## src/rtl/lcd_sync_pkg.sv

```systemverilog
package lcd_sync_pkg;

    // Segment order along one axis; the sequence is behaviour.
    typedef enum logic [1:0] {
        PH_SYNC  = 2'd0,
        PH_BACK  = 2'd1,
        PH_ACT   = 2'd2,
        PH_FRONT = 2'd3
    } axis_phase_e;

    typedef enum logic [1:0] {
        RC_IDLE   = 2'd0,
        RC_ACTIVE = 2'd1,
        RC_DRAIN  = 2'd2
    } run_state_e;

endpackage

```

## src/rtl/lcd_pix_div.sv

```systemverilog
module lcd_pix_div #(
    parameter int DIV_W = 8
) (
    input  logic             clk,
    input  logic             rst_n,
    input  logic             run_i,
    input  logic             direct_i,
    input  logic [DIV_W-1:0] div_m1_i,
    output logic             ce_o,
    output logic             lvl_o
);
    localparam logic [DIV_W-1:0] MAX_RATIO = '1;
    localparam logic [DIV_W-1:0] ONE       = DIV_W'(1);

    logic [DIV_W-1:0] ratio;
    logic [DIV_W-1:0] term;
    logic [DIV_W:0]   half;
    logic [DIV_W-1:0] dcnt_q;
    logic [DIV_W-1:0] dcnt_d;

    // Ratio selection: undivided unless the direct bit is set; clamp at max.
    always_comb begin
        if (!direct_i) begin
            ratio = ONE;
        end else if (div_m1_i == MAX_RATIO) begin
            ratio = MAX_RATIO;
        end else begin
            ratio = div_m1_i + ONE;
        end
        term = ratio - ONE;
        half = ({1'b0, ratio} + (DIV_W+1)'(1)) >> 1;
    end

    always_comb begin
        if (!run_i) begin
            dcnt_d = '0;
        end else if (dcnt_q == term) begin
            dcnt_d = '0;
        end else begin
            dcnt_d = dcnt_q + ONE;
        end
    end

    always_ff @(posedge clk or negedge rst_n) begin
        if (!rst_n) begin
            dcnt_q <= '0;
        end else begin
            dcnt_q <= dcnt_d;
        end
    end

    always_comb begin
        ce_o  = run_i && (dcnt_q == term);
        lvl_o = ({1'b0, dcnt_q} < half);
    end

endmodule

```

## src/rtl/lcd_axis_seq.sv

```systemverilog
module lcd_axis_seq
    import lcd_sync_pkg::*;
#(
    parameter int CW = 12
) (
    input  logic          clk,
    input  logic          rst_n,
    input  logic          clear_i,
    input  logic          step_i,
    input  logic [CW-1:0] sync_m1_i,
    input  logic [CW-1:0] back_m1_i,
    input  logic [CW-1:0] act_m1_i,
    input  logic [CW-1:0] front_m1_i,
    output axis_phase_e   phase_o,
    output logic [CW-1:0] pos_o,
    output logic          wrap_o
);
    localparam logic [CW-1:0] ONE = CW'(1);

    axis_phase_e   ph_q, ph_d;
    logic [CW-1:0] cnt_q, cnt_d;
    logic [CW-1:0] seg_m1;
    logic          seg_end;

    always_comb begin
        unique case (ph_q)
            PH_SYNC:  seg_m1 = sync_m1_i;
            PH_BACK:  seg_m1 = back_m1_i;
            PH_ACT:   seg_m1 = act_m1_i;
            PH_FRONT: seg_m1 = front_m1_i;
        endcase
        seg_end = (cnt_q == seg_m1);
    end

    // Next-state: advance the segment on its last step.
    always_comb begin
        ph_d  = ph_q;
        cnt_d = cnt_q;
        if (clear_i) begin
            ph_d  = PH_SYNC;
            cnt_d = '0;
        end else if (step_i) begin
            if (seg_end) begin
                cnt_d = '0;
                unique case (ph_q)
                    PH_SYNC:  ph_d = PH_BACK;
                    PH_BACK:  ph_d = PH_ACT;
                    PH_ACT:   ph_d = PH_FRONT;
                    PH_FRONT: ph_d = PH_SYNC;
                endcase
            end else begin
                cnt_d = cnt_q + ONE;
            end
        end
    end

    always_ff @(posedge clk or negedge rst_n) begin
        if (!rst_n) begin
            ph_q  <= PH_SYNC;
            cnt_q <= '0;
        end else begin
            ph_q  <= ph_d;
            cnt_q <= cnt_d;
        end
    end

    always_comb begin
        phase_o = ph_q;
        pos_o   = (ph_q == PH_ACT) ? cnt_q : '0;
        wrap_o  = step_i && !clear_i && (ph_q == PH_FRONT) && seg_end;
    end

endmodule

```

## src/rtl/lcd_run_ctl.sv

```systemverilog
module lcd_run_ctl
    import lcd_sync_pkg::*;
(
    input  logic clk,
    input  logic rst_n,
    input  logic video_en_i,
    input  logic frame_last_i,
    output logic running_o
);
    run_state_e st_q, st_d;

    always_comb begin
        st_d = st_q;
        unique case (st_q)
            RC_IDLE: begin
                if (video_en_i) st_d = RC_ACTIVE;
            end
            RC_ACTIVE: begin
                if (!video_en_i) st_d = frame_last_i ? RC_IDLE : RC_DRAIN;
            end
            RC_DRAIN: begin
                if (video_en_i)        st_d = RC_ACTIVE;
                else if (frame_last_i) st_d = RC_IDLE;
            end
            default: st_d = RC_IDLE;
        endcase
    end

    always_ff @(posedge clk or negedge rst_n) begin
        if (!rst_n) begin
            st_q <= RC_IDLE;
        end else begin
            st_q <= st_d;
        end
    end

    always_comb begin
        running_o = (st_q != RC_IDLE);
    end

endmodule

```

## src/rtl/lcd_sync_gen.sv

```systemverilog
module lcd_sync_gen
    import lcd_sync_pkg::*;
#(
    parameter int H_CW  = 12,
    parameter int V_CW  = 11,
    parameter int DIV_W = 8
) (
    input  logic             clk,
    input  logic             rst_n,
    input  logic             video_en,
    input  logic [H_CW-1:0]  h_sync_m1,
    input  logic [H_CW-1:0]  h_back_m1,
    input  logic [H_CW-1:0]  h_act_m1,
    input  logic [H_CW-1:0]  h_front_m1,
    input  logic [V_CW-1:0]  v_sync_m1,
    input  logic [V_CW-1:0]  v_back_m1,
    input  logic [V_CW-1:0]  v_act_m1,
    input  logic [V_CW-1:0]  v_front_m1,
    input  logic             inv_hs,
    input  logic             inv_vs,
    input  logic             inv_de,
    input  logic             inv_pclk,
    input  logic             div_direct,
    input  logic [DIV_W-1:0] div_m1,
    input  logic             irq_en,
    output logic             lcd_hsync,
    output logic             lcd_vsync,
    output logic             lcd_de,
    output logic             lcd_pclk,
    output logic [H_CW-1:0]  pix_x,
    output logic [V_CW-1:0]  pix_y,
    output logic             frame_irq
);
    logic          running_w;
    logic          pix_ce;
    logic          pclk_lvl;
    logic          axis_clear;
    logic          h_wrap;
    logic          v_wrap;
    axis_phase_e   h_ph;
    axis_phase_e   v_ph;
    logic [H_CW-1:0] h_pos;
    logic [V_CW-1:0] v_pos;
    logic          irq_q;

    assign axis_clear = !running_w;

    lcd_pix_div #(.DIV_W(DIV_W)) u_div (
        .clk      (clk),
        .rst_n    (rst_n),
        .run_i    (running_w),
        .direct_i (div_direct),
        .div_m1_i (div_m1),
        .ce_o     (pix_ce),
        .lvl_o    (pclk_lvl)
    );

    lcd_axis_seq #(.CW(H_CW)) u_hax (
        .clk        (clk),
        .rst_n      (rst_n),
        .clear_i    (axis_clear),
        .step_i     (pix_ce),
        .sync_m1_i  (h_sync_m1),
        .back_m1_i  (h_back_m1),
        .act_m1_i   (h_act_m1),
        .front_m1_i (h_front_m1),
        .phase_o    (h_ph),
        .pos_o      (h_pos),
        .wrap_o     (h_wrap)
    );

    lcd_axis_seq #(.CW(V_CW)) u_vax (
        .clk        (clk),
        .rst_n      (rst_n),
        .clear_i    (axis_clear),
        .step_i     (h_wrap),
        .sync_m1_i  (v_sync_m1),
        .back_m1_i  (v_back_m1),
        .act_m1_i   (v_act_m1),
        .front_m1_i (v_front_m1),
        .phase_o    (v_ph),
        .pos_o      (v_pos),
        .wrap_o     (v_wrap)
    );

    lcd_run_ctl u_run (
        .clk          (clk),
        .rst_n        (rst_n),
        .video_en_i   (video_en),
        .frame_last_i (v_wrap),
        .running_o    (running_w)
    );

    // Frame interrupt: set on the edge where a new frame's sync begins.
    always_ff @(posedge clk or negedge rst_n) begin
        if (!rst_n) begin
            irq_q <= 1'b0;
        end else begin
            irq_q <= irq_en && video_en && (!running_w || v_wrap);
        end
    end

    always_comb begin
        lcd_hsync = inv_hs   ^ (running_w && (h_ph == PH_SYNC));
        lcd_vsync = inv_vs   ^ (running_w && (v_ph == PH_SYNC));
        lcd_de    = inv_de   ^ (running_w && (h_ph == PH_ACT) && (v_ph == PH_ACT));
        lcd_pclk  = inv_pclk ^ pclk_lvl;
        pix_x     = h_pos;
        pix_y     = v_pos;
        frame_irq = irq_q;
    end

endmodule

```

## config.mk

```make
export PLATFORM = sky130hd
export DESIGN_NAME = lcd_sync_gen
export DESIGN_NICKNAME = d
export VERILOG_FILES = /design/src/rtl/lcd_sync_pkg.sv /design/src/rtl/lcd_pix_div.sv /design/src/rtl/lcd_axis_seq.sv /design/src/rtl/lcd_run_ctl.sv /design/src/rtl/lcd_sync_gen.sv
export SDC_FILE = /design/constraint.sdc
export NUM_CORES = 1
export LEC_CHECK = 0
export ABC_AREA = 1
export CAP_MARGIN = 20
export CORE_MARGIN = 3
export CORE_UTILIZATION = 59
export DETAILED_ROUTE_END_ITERATION = 10
export DONT_BUFFER_PORTS = 1
export PLACE_DENSITY = 0.84
export SLEW_MARGIN = 20
export SYNTH_ARGS = -nofsm -noshare
export SYNTH_HDL_FRONTEND = slang
export SYNTH_SLANG_ARGS = --single-unit
```

## constraint.sdc

```tcl
create_clock -name clk -period 2.6 [get_ports clk]
set_input_delay 0.13 -clock clk [delete_from_list [all_inputs] [get_ports clk]]
set_output_delay 0.13 -clock clk [all_outputs]
set_load 0.005 [all_outputs]
```

* After elaboration in Yosys (flattened, before gate mapping)
Cells that the tools add are included.
** Cells by class
- Add/subtract/negate cells :: 6
- $lt $le $gt $ge :: 1
- Equal/unequal tests :: 19
- Multiplexer cells :: 28
- Bitwise logic cells :: 4
- Reductions and logical operators :: 22
** Operators by type and width (number)
- two-way mux 12 bit :: 4
- one-hot mux 12 bit (4 select lines) :: 1
- two-way mux 11 bit :: 4
- one-hot mux 11 bit (4 select lines) :: 1
- two-way mux 8 bit :: 4
- two-way mux 2 bit :: 11
- adder 8 x 1 -> 8 bit, second input constant :: 2
- one-hot mux 2 bit (4 select lines) :: 2
- logical AND 1 bit :: 13
- adder 12 x 1 -> 12 bit, second input constant :: 1
- equality test 12 bit :: 1
- adder 11 x 1 -> 11 bit, second input constant :: 1
- equality test 11 bit :: 1
- equality test 2 bit, second input constant :: 5
- adder 8 x 1 -> 9 bit, second input constant :: 1
- equality test 8 bit :: 1
- equality test 8 bit, second input constant :: 1
- less-than comparator 8 bit :: 1
- inequality test 2 x 1 -> 1 bit, second input constant :: 4
- subtractor 8 x 1 -> 8 bit, second input constant :: 1
- equality test 2 x 1 -> 1 bit, second input constant :: 3
- zero test 2 bit :: 3
- one-hot mux 2 bit (3 select lines) :: 1
- inequality test 2 bit, second input constant :: 2
- 7 further kinds :: 11
** Storage, ports and cells
- Register bits :: 38
- Bits of input ports :: 109
- Output and inout bits :: 28
- Word-level logic and storage cells :: 87

* Longest topological paths before layout
- Word-level depth :: 15
- Mapped depth :: 20
- Gate-level depth less buffers :: 20

* Modules after synthesis
A second synthesis with hierarchy kept.
** Second synthesis, totals
- Cells, all modules :: 763
- Area, all modules :: 4667.0 um^2
** By module, submodules not included
- lcd_axis_seq (u_hax) :: instances 1, cells an instance 282, area each 1682.9 um^2, seq. area each 350.3 um^2
- lcd_axis_seq (u_vax) :: instances 1, cells an instance 259, area each 1532.7 um^2, seq. area each 325.3 um^2
- lcd_pix_div :: instances 1, cells an instance 194, area each 1246.2 um^2, seq. area each 200.2 um^2
- lcd_sync_gen :: instances 1, cells an instance 19, area each 126.4 um^2, seq. area each 25.0 um^2
- lcd_run_ctl :: instances 1, cells an instance 9, area each 78.8 um^2, seq. area each 50.0 um^2

* Least setup slack after synthesis
OpenSTA, ideal clock, no wires.
- Path type :: input port to output port
- Start point :: in div_m1[0]
- End point :: out lcd_pclk
- Arrival :: 2.434 ns
- Setup slack :: 0.036 ns
- Stages on the path :: 16
- Path buffers :: 0
- Cell sequence :: ha_1 nand2_1 nor2_4 nand2_4 a21oi_1 ha_1 inv_1 nor3_1 nand3_1 or3_1 ha_1 nand2_1 inv_1 nand4_1 o211ai_1 xnor2_1
** Between the ends
- Longest elaborated chain between the ends :: 6
** RTL lines
- start: declaration :: RTL line lcd_sync_gen.sv:24 : input logic [DIV_W-1:0] div_m1,
- adder 8 x 1 -> 8 bit / equality test 8 bit (equally long branches) :: RTL line lcd_pix_div.sv:28, lcd_pix_div.sv:25
- two-way mux 8 bit * :: RTL line lcd_pix_div.sv:25 : end else if (div_m1_i == MAX_RATIO) begin
- two-way mux 8 bit * :: RTL line lcd_pix_div.sv:23 : if (!direct_i) begin
- adder 8 x 1 -> 9 bit * :: RTL line lcd_pix_div.sv:31 : half = ({1'b0, ratio} + (DIV_W+1)'(1)) >> 1;
- less-than comparator 8 bit * :: RTL line lcd_pix_div.sv:54 : lvl_o = ({1'b0, dcnt_q} < half);
- bitwise XOR 1 bit * :: RTL line lcd_sync_gen.sv:107 : lcd_pclk = inv_pclk ^ pclk_lvl;
- end: declaration :: RTL line lcd_sync_gen.sv:29 : output logic lcd_pclk,
Mark *: on every way between the ends. The rest lies on a longest branch, timed or not.

* Worst setup path in the final report
- Start point :: reg u_vax.ph_q[0], in the netlist u_vax.phase_o[0]
- End point :: reg u_vax.cnt_q[9]
** Between the ends
- Longest elaborated chain between the ends :: 6
** RTL lines
- start: declaration :: RTL line lcd_axis_seq.sv:20 : axis_phase_e ph_q, ph_d;
- start signal: assignment :: RTL line lcd_axis_seq.sv:62 : ph_q <= ph_d;
- equality test 2 bit, or another cell as far along :: RTL line lcd_axis_seq.sv:26 : unique case (ph_q)
- one-hot mux 11 bit (4 select lines) * :: RTL line lcd_axis_seq.sv:26
- equality test 11 bit * :: RTL line lcd_axis_seq.sv:32 : seg_end = (cnt_q == seg_m1);
- two-way mux 11 bit * :: RTL line lcd_axis_seq.sv:43 : if (seg_end) begin
- two-way mux 11 bit * :: RTL line lcd_axis_seq.sv:42 : end else if (step_i) begin
- two-way mux 11 bit * :: RTL line lcd_axis_seq.sv:39 : if (clear_i) begin
- end signal: assignment :: RTL line lcd_axis_seq.sv:63 : cnt_q <= cnt_d;
- end: declaration :: RTL line lcd_axis_seq.sv:21 : logic [CW-1:0] cnt_q, cnt_d;
Mark *: on every way between the ends. The rest lies on a longest branch, timed or not. The select of a mux whose other input is x is not followed.
A chain may end at the register's enable or synchronous reset.

==> impl_metrics.csv <==
group,metric,value,unit
status,status,"finished, final reports clean",
setup_path,cp_max_fo,13,
logic_synthesis,avgSynthCellArea,6.06,um2
logic_synthesis,ys_seq_elements,38,
route,wl_per_cell,13.7,um
floorplan,row_count,29,
logic_synthesis,syn-num-nets,817,
route,drtPass1Iterations,5,
setup_path,critical_path_required,2.78,ns
floorplan,fp.dieW,90.0,um
route,routed_wl,10.9,mm
place,post-dp-hpwl,8.47,mm
logic_synthesis,synthArstFlopShare,100,%
logic_synthesis,yosysWarnings,0,
timing,worstMarginPinSlew,0.693,ns
clock_tree,clk-insertion-delay-late,0.29,ns
clock_tree,cts_buffers,5,
layout,synthToLayoutAreaGrowth,12.1,%
logic_synthesis,synthDistinctLibCells,34,
logic_synthesis,yosysTopAreaCell,"dfrtp_1",
flow_run,drv_cap,0,
floorplan,start_util,63.1,%
setup_path,critPathKind,"flop to flop",
layout,final_nets,832,
route,drcViolationCount,0,
grt,grt_pass1_wl,17.8,mm
timing,skew,0.00836,ns
logic_synthesis,synth_edf_count,0,
setup_path,r2r_cells,12,
timing,finalCriticalPeriod,2.43,ns
clock_tree,h-tree-depth,2,
clock_tree,clockBufferDepth,2,
route,vias,4397,
setup_path,worstPathArrival,2.61,ns
grt,antenna_found_initial,0,
logic_synthesis,ys.flop_type,"dfrtp_1",
timing,rsz0062_at_grt,"true",
logic_synthesis,synth.area.top_cells,"dfrtp_1 (23%), nand2_1 (22%), inv_1 (7.5%)",
grt,grt_overflow,0,
timing,timing.slew.headroom,53.8,%
layout,layout-drive-gt1-share,11.5,%
clock_tree,cts_sinks,38,
power_and_ir_drop,power_density,619,nW/um2
place,port_buffers,0,
power_and_ir_drop,leakage,2.36,nW
route,drtIter0Drc,227,
place,place.gp.congestion,0.892,
power_and_ir_drop,ir_drop,0.000664,V
timing,fin_tns_setup,0,ns
logic_synthesis,synth.most_common_cell,"nand2_1",
grt,gr-usage-all-layers,25.6,%
grt,grt_max_degree,39,
hold_path,hp-class,"input port to async pin",
route,routed_via_density,5.52,
timing,setup_violations,0,
logic_synthesis,yosys-top-cells-count,"nand2_1 (242), inv_1 (83), nand3_1 (61)",
place,dp_slack,-0.0259,ns
timing,fin_ws,0.169,ns
clock_tree,cts_tree,"yes",
timing,fmax,411,MHz
floorplan,core,6600,um2
timing,final.period_utilization,93.5,%
floorplan,dieHeight,90.0,um
logic_synthesis,syn_area,4160,um2
timing,slew_viol_final,0,
layout,num-fill-cells,564,
timing,hold_viol_final,0,
clock_tree,root_buffer,"clkbuf_8",
clock_tree,clkTransAtPathRegs,0.08,ns
route,postRouteAntennaNets,0,
layout,diodes,0,
logic_synthesis,yosysTopAreaCellShare,22.8,%
logic_synthesis,postSynthCellCount,687,
floorplan,num_io_pins,137,
floorplan,dieArea,8100,um2
logic_synthesis,yosysSeqAreaShare,22.8,%
grt,grt_pass1_vias,3996,
setup_path,startpoint_type,"flop",
setup_path,end_kind,"flop",
==> final cells by class <==
type / instances / area [um2] / area share [%]
inverter: 91 / 344 / 7.37
timing repair buffer: 29 / 270 / 5.79
tap: 93 / 116 / 2.49
multi-input combinational: 537 / 2890 / 62.0
sequential: 38 / 951 / 20.4
clock buffer: 7 / 86.3 / 1.85
clock inverter: 1 / 5.00 / 0.107
==> final timing paths <==
check / startpoint / end / slack, ns
min reg2reg: u_run.st_q[0] / u_run.st_q[0] / 0.48
max reg2reg: u_vax.phase_o[0] / u_vax.cnt_q[9] / 0.17
min: rst_n / u_vax.cnt_q[7] / 0.29
max: u_vax.phase_o[0] / u_vax.cnt_q[9] / 0.17
max in group asynchronous: rst_n / u_div.dcnt_q[6] / 2.10
min in group clk: inv_pclk / lcd_pclk / 0.31
==> where the power goes <==
part,internal (mW),leakage [nW],total [mW],switching [mW]
combinational,0.688,1.79,1.75,1.07
clock,0.214,0.0482,0.428,0.213
sequential,0.640,0.520,0.706,0.0657
==> layout by cell type (no fill, tap or decap), drive strengths merged <==
cell / n
o21bai: 1
inv: 90
nor2: 51
nor3b: 1
nand4: 14
clkinv: 2
dlygate4sd3: 3
nand3: 64
a21oi: 18
nor3: 12
xnor2: 4
buf: 26
or3: 1
a21boi: 8
o211ai: 8
dfrtp: 38
xor2: 28
clkbuf: 7
or2: 7
o21ai: 42
nand3b: 4
ha: 21
nand2: 252
nor4: 1
==> cells by family (layout without fill, tap and decap cells) <==
logic type	after synthesis	after routing	share of synthesized area, %
DFF	38	38	22.8
buffers and inverters	112	128	10.8
and+or+nand+nor	407	407	43.1
adders and majority gates	21	21	6.31
xor gates and xnor gates	32	32	6.73
AOI/OAI and AO/OA	77	77	10.3
==> sequential cells by signal, indices dropped and copies added, names as in the netlist <==
| register | flops |
|---|---|
| u_vax.cnt_q | 11 |
| frame_irq | 1 |
| u_hax.phase_o | 2 |
| u_div.dcnt_q | 8 |
| u_hax.cnt_q | 12 |
| u_vax.phase_o | 2 |
| u_run.st_q | 2 |
==> what timing repair did <==
| action | in CTS | in global routing |
|---|---|---|
| gates resized for setup | 3 | 29 |
| hold buffers | 4 | 0 |
| buffers inserted | 0 | 9 |
| gates cloned | 0 | 0 |
| setup endpoints to repair | 1 | 21 |
| pin swaps | 0 | 15 |
| endpoints found under the hold margin | 41 | 0 |
==> layer usage <==
| metal | wire [um] | track usage (%) |
|---|---|---|
| met5 | 0 | 0 |
| met4 | 215 | 4.97 |
| met3 | 635 | 3.92 |
| met2 | 5510 | 45.4 |
| met1 | 4550 | 33.2 |
==> critical path: stages, from the launching register on <==
cell	delay, ns
dfrtp_1	0.42
inv_1	0.10
ha_1	0.24
inv_1	0.20
a21boi_0	0.36
xor2_1	0.19
nand2_1	0.07
nor2_1	0.08
nand3_1	0.14
nand2_1	0.26
nor2_4	0.12
nand2_1	0.07
o21ai_0	0.08
==> stage by stage <==
stage	std cells	hold WS [ns]	utilization, %	area, um2	power (mW)
after floorplan	687	-0.166	-	4160	2.01
after global placement	775	-0.163	65.2	4310	2.27
after detailed placement	775	-0.163	65.2	4310	2.33
after CTS	787	0.311	67.5	4460	2.77
after global routing	796	0.317	70.7	4670	3.18
final	796	0.290	70.7	4670	2.89
Power figures use the tool's default switching activity.
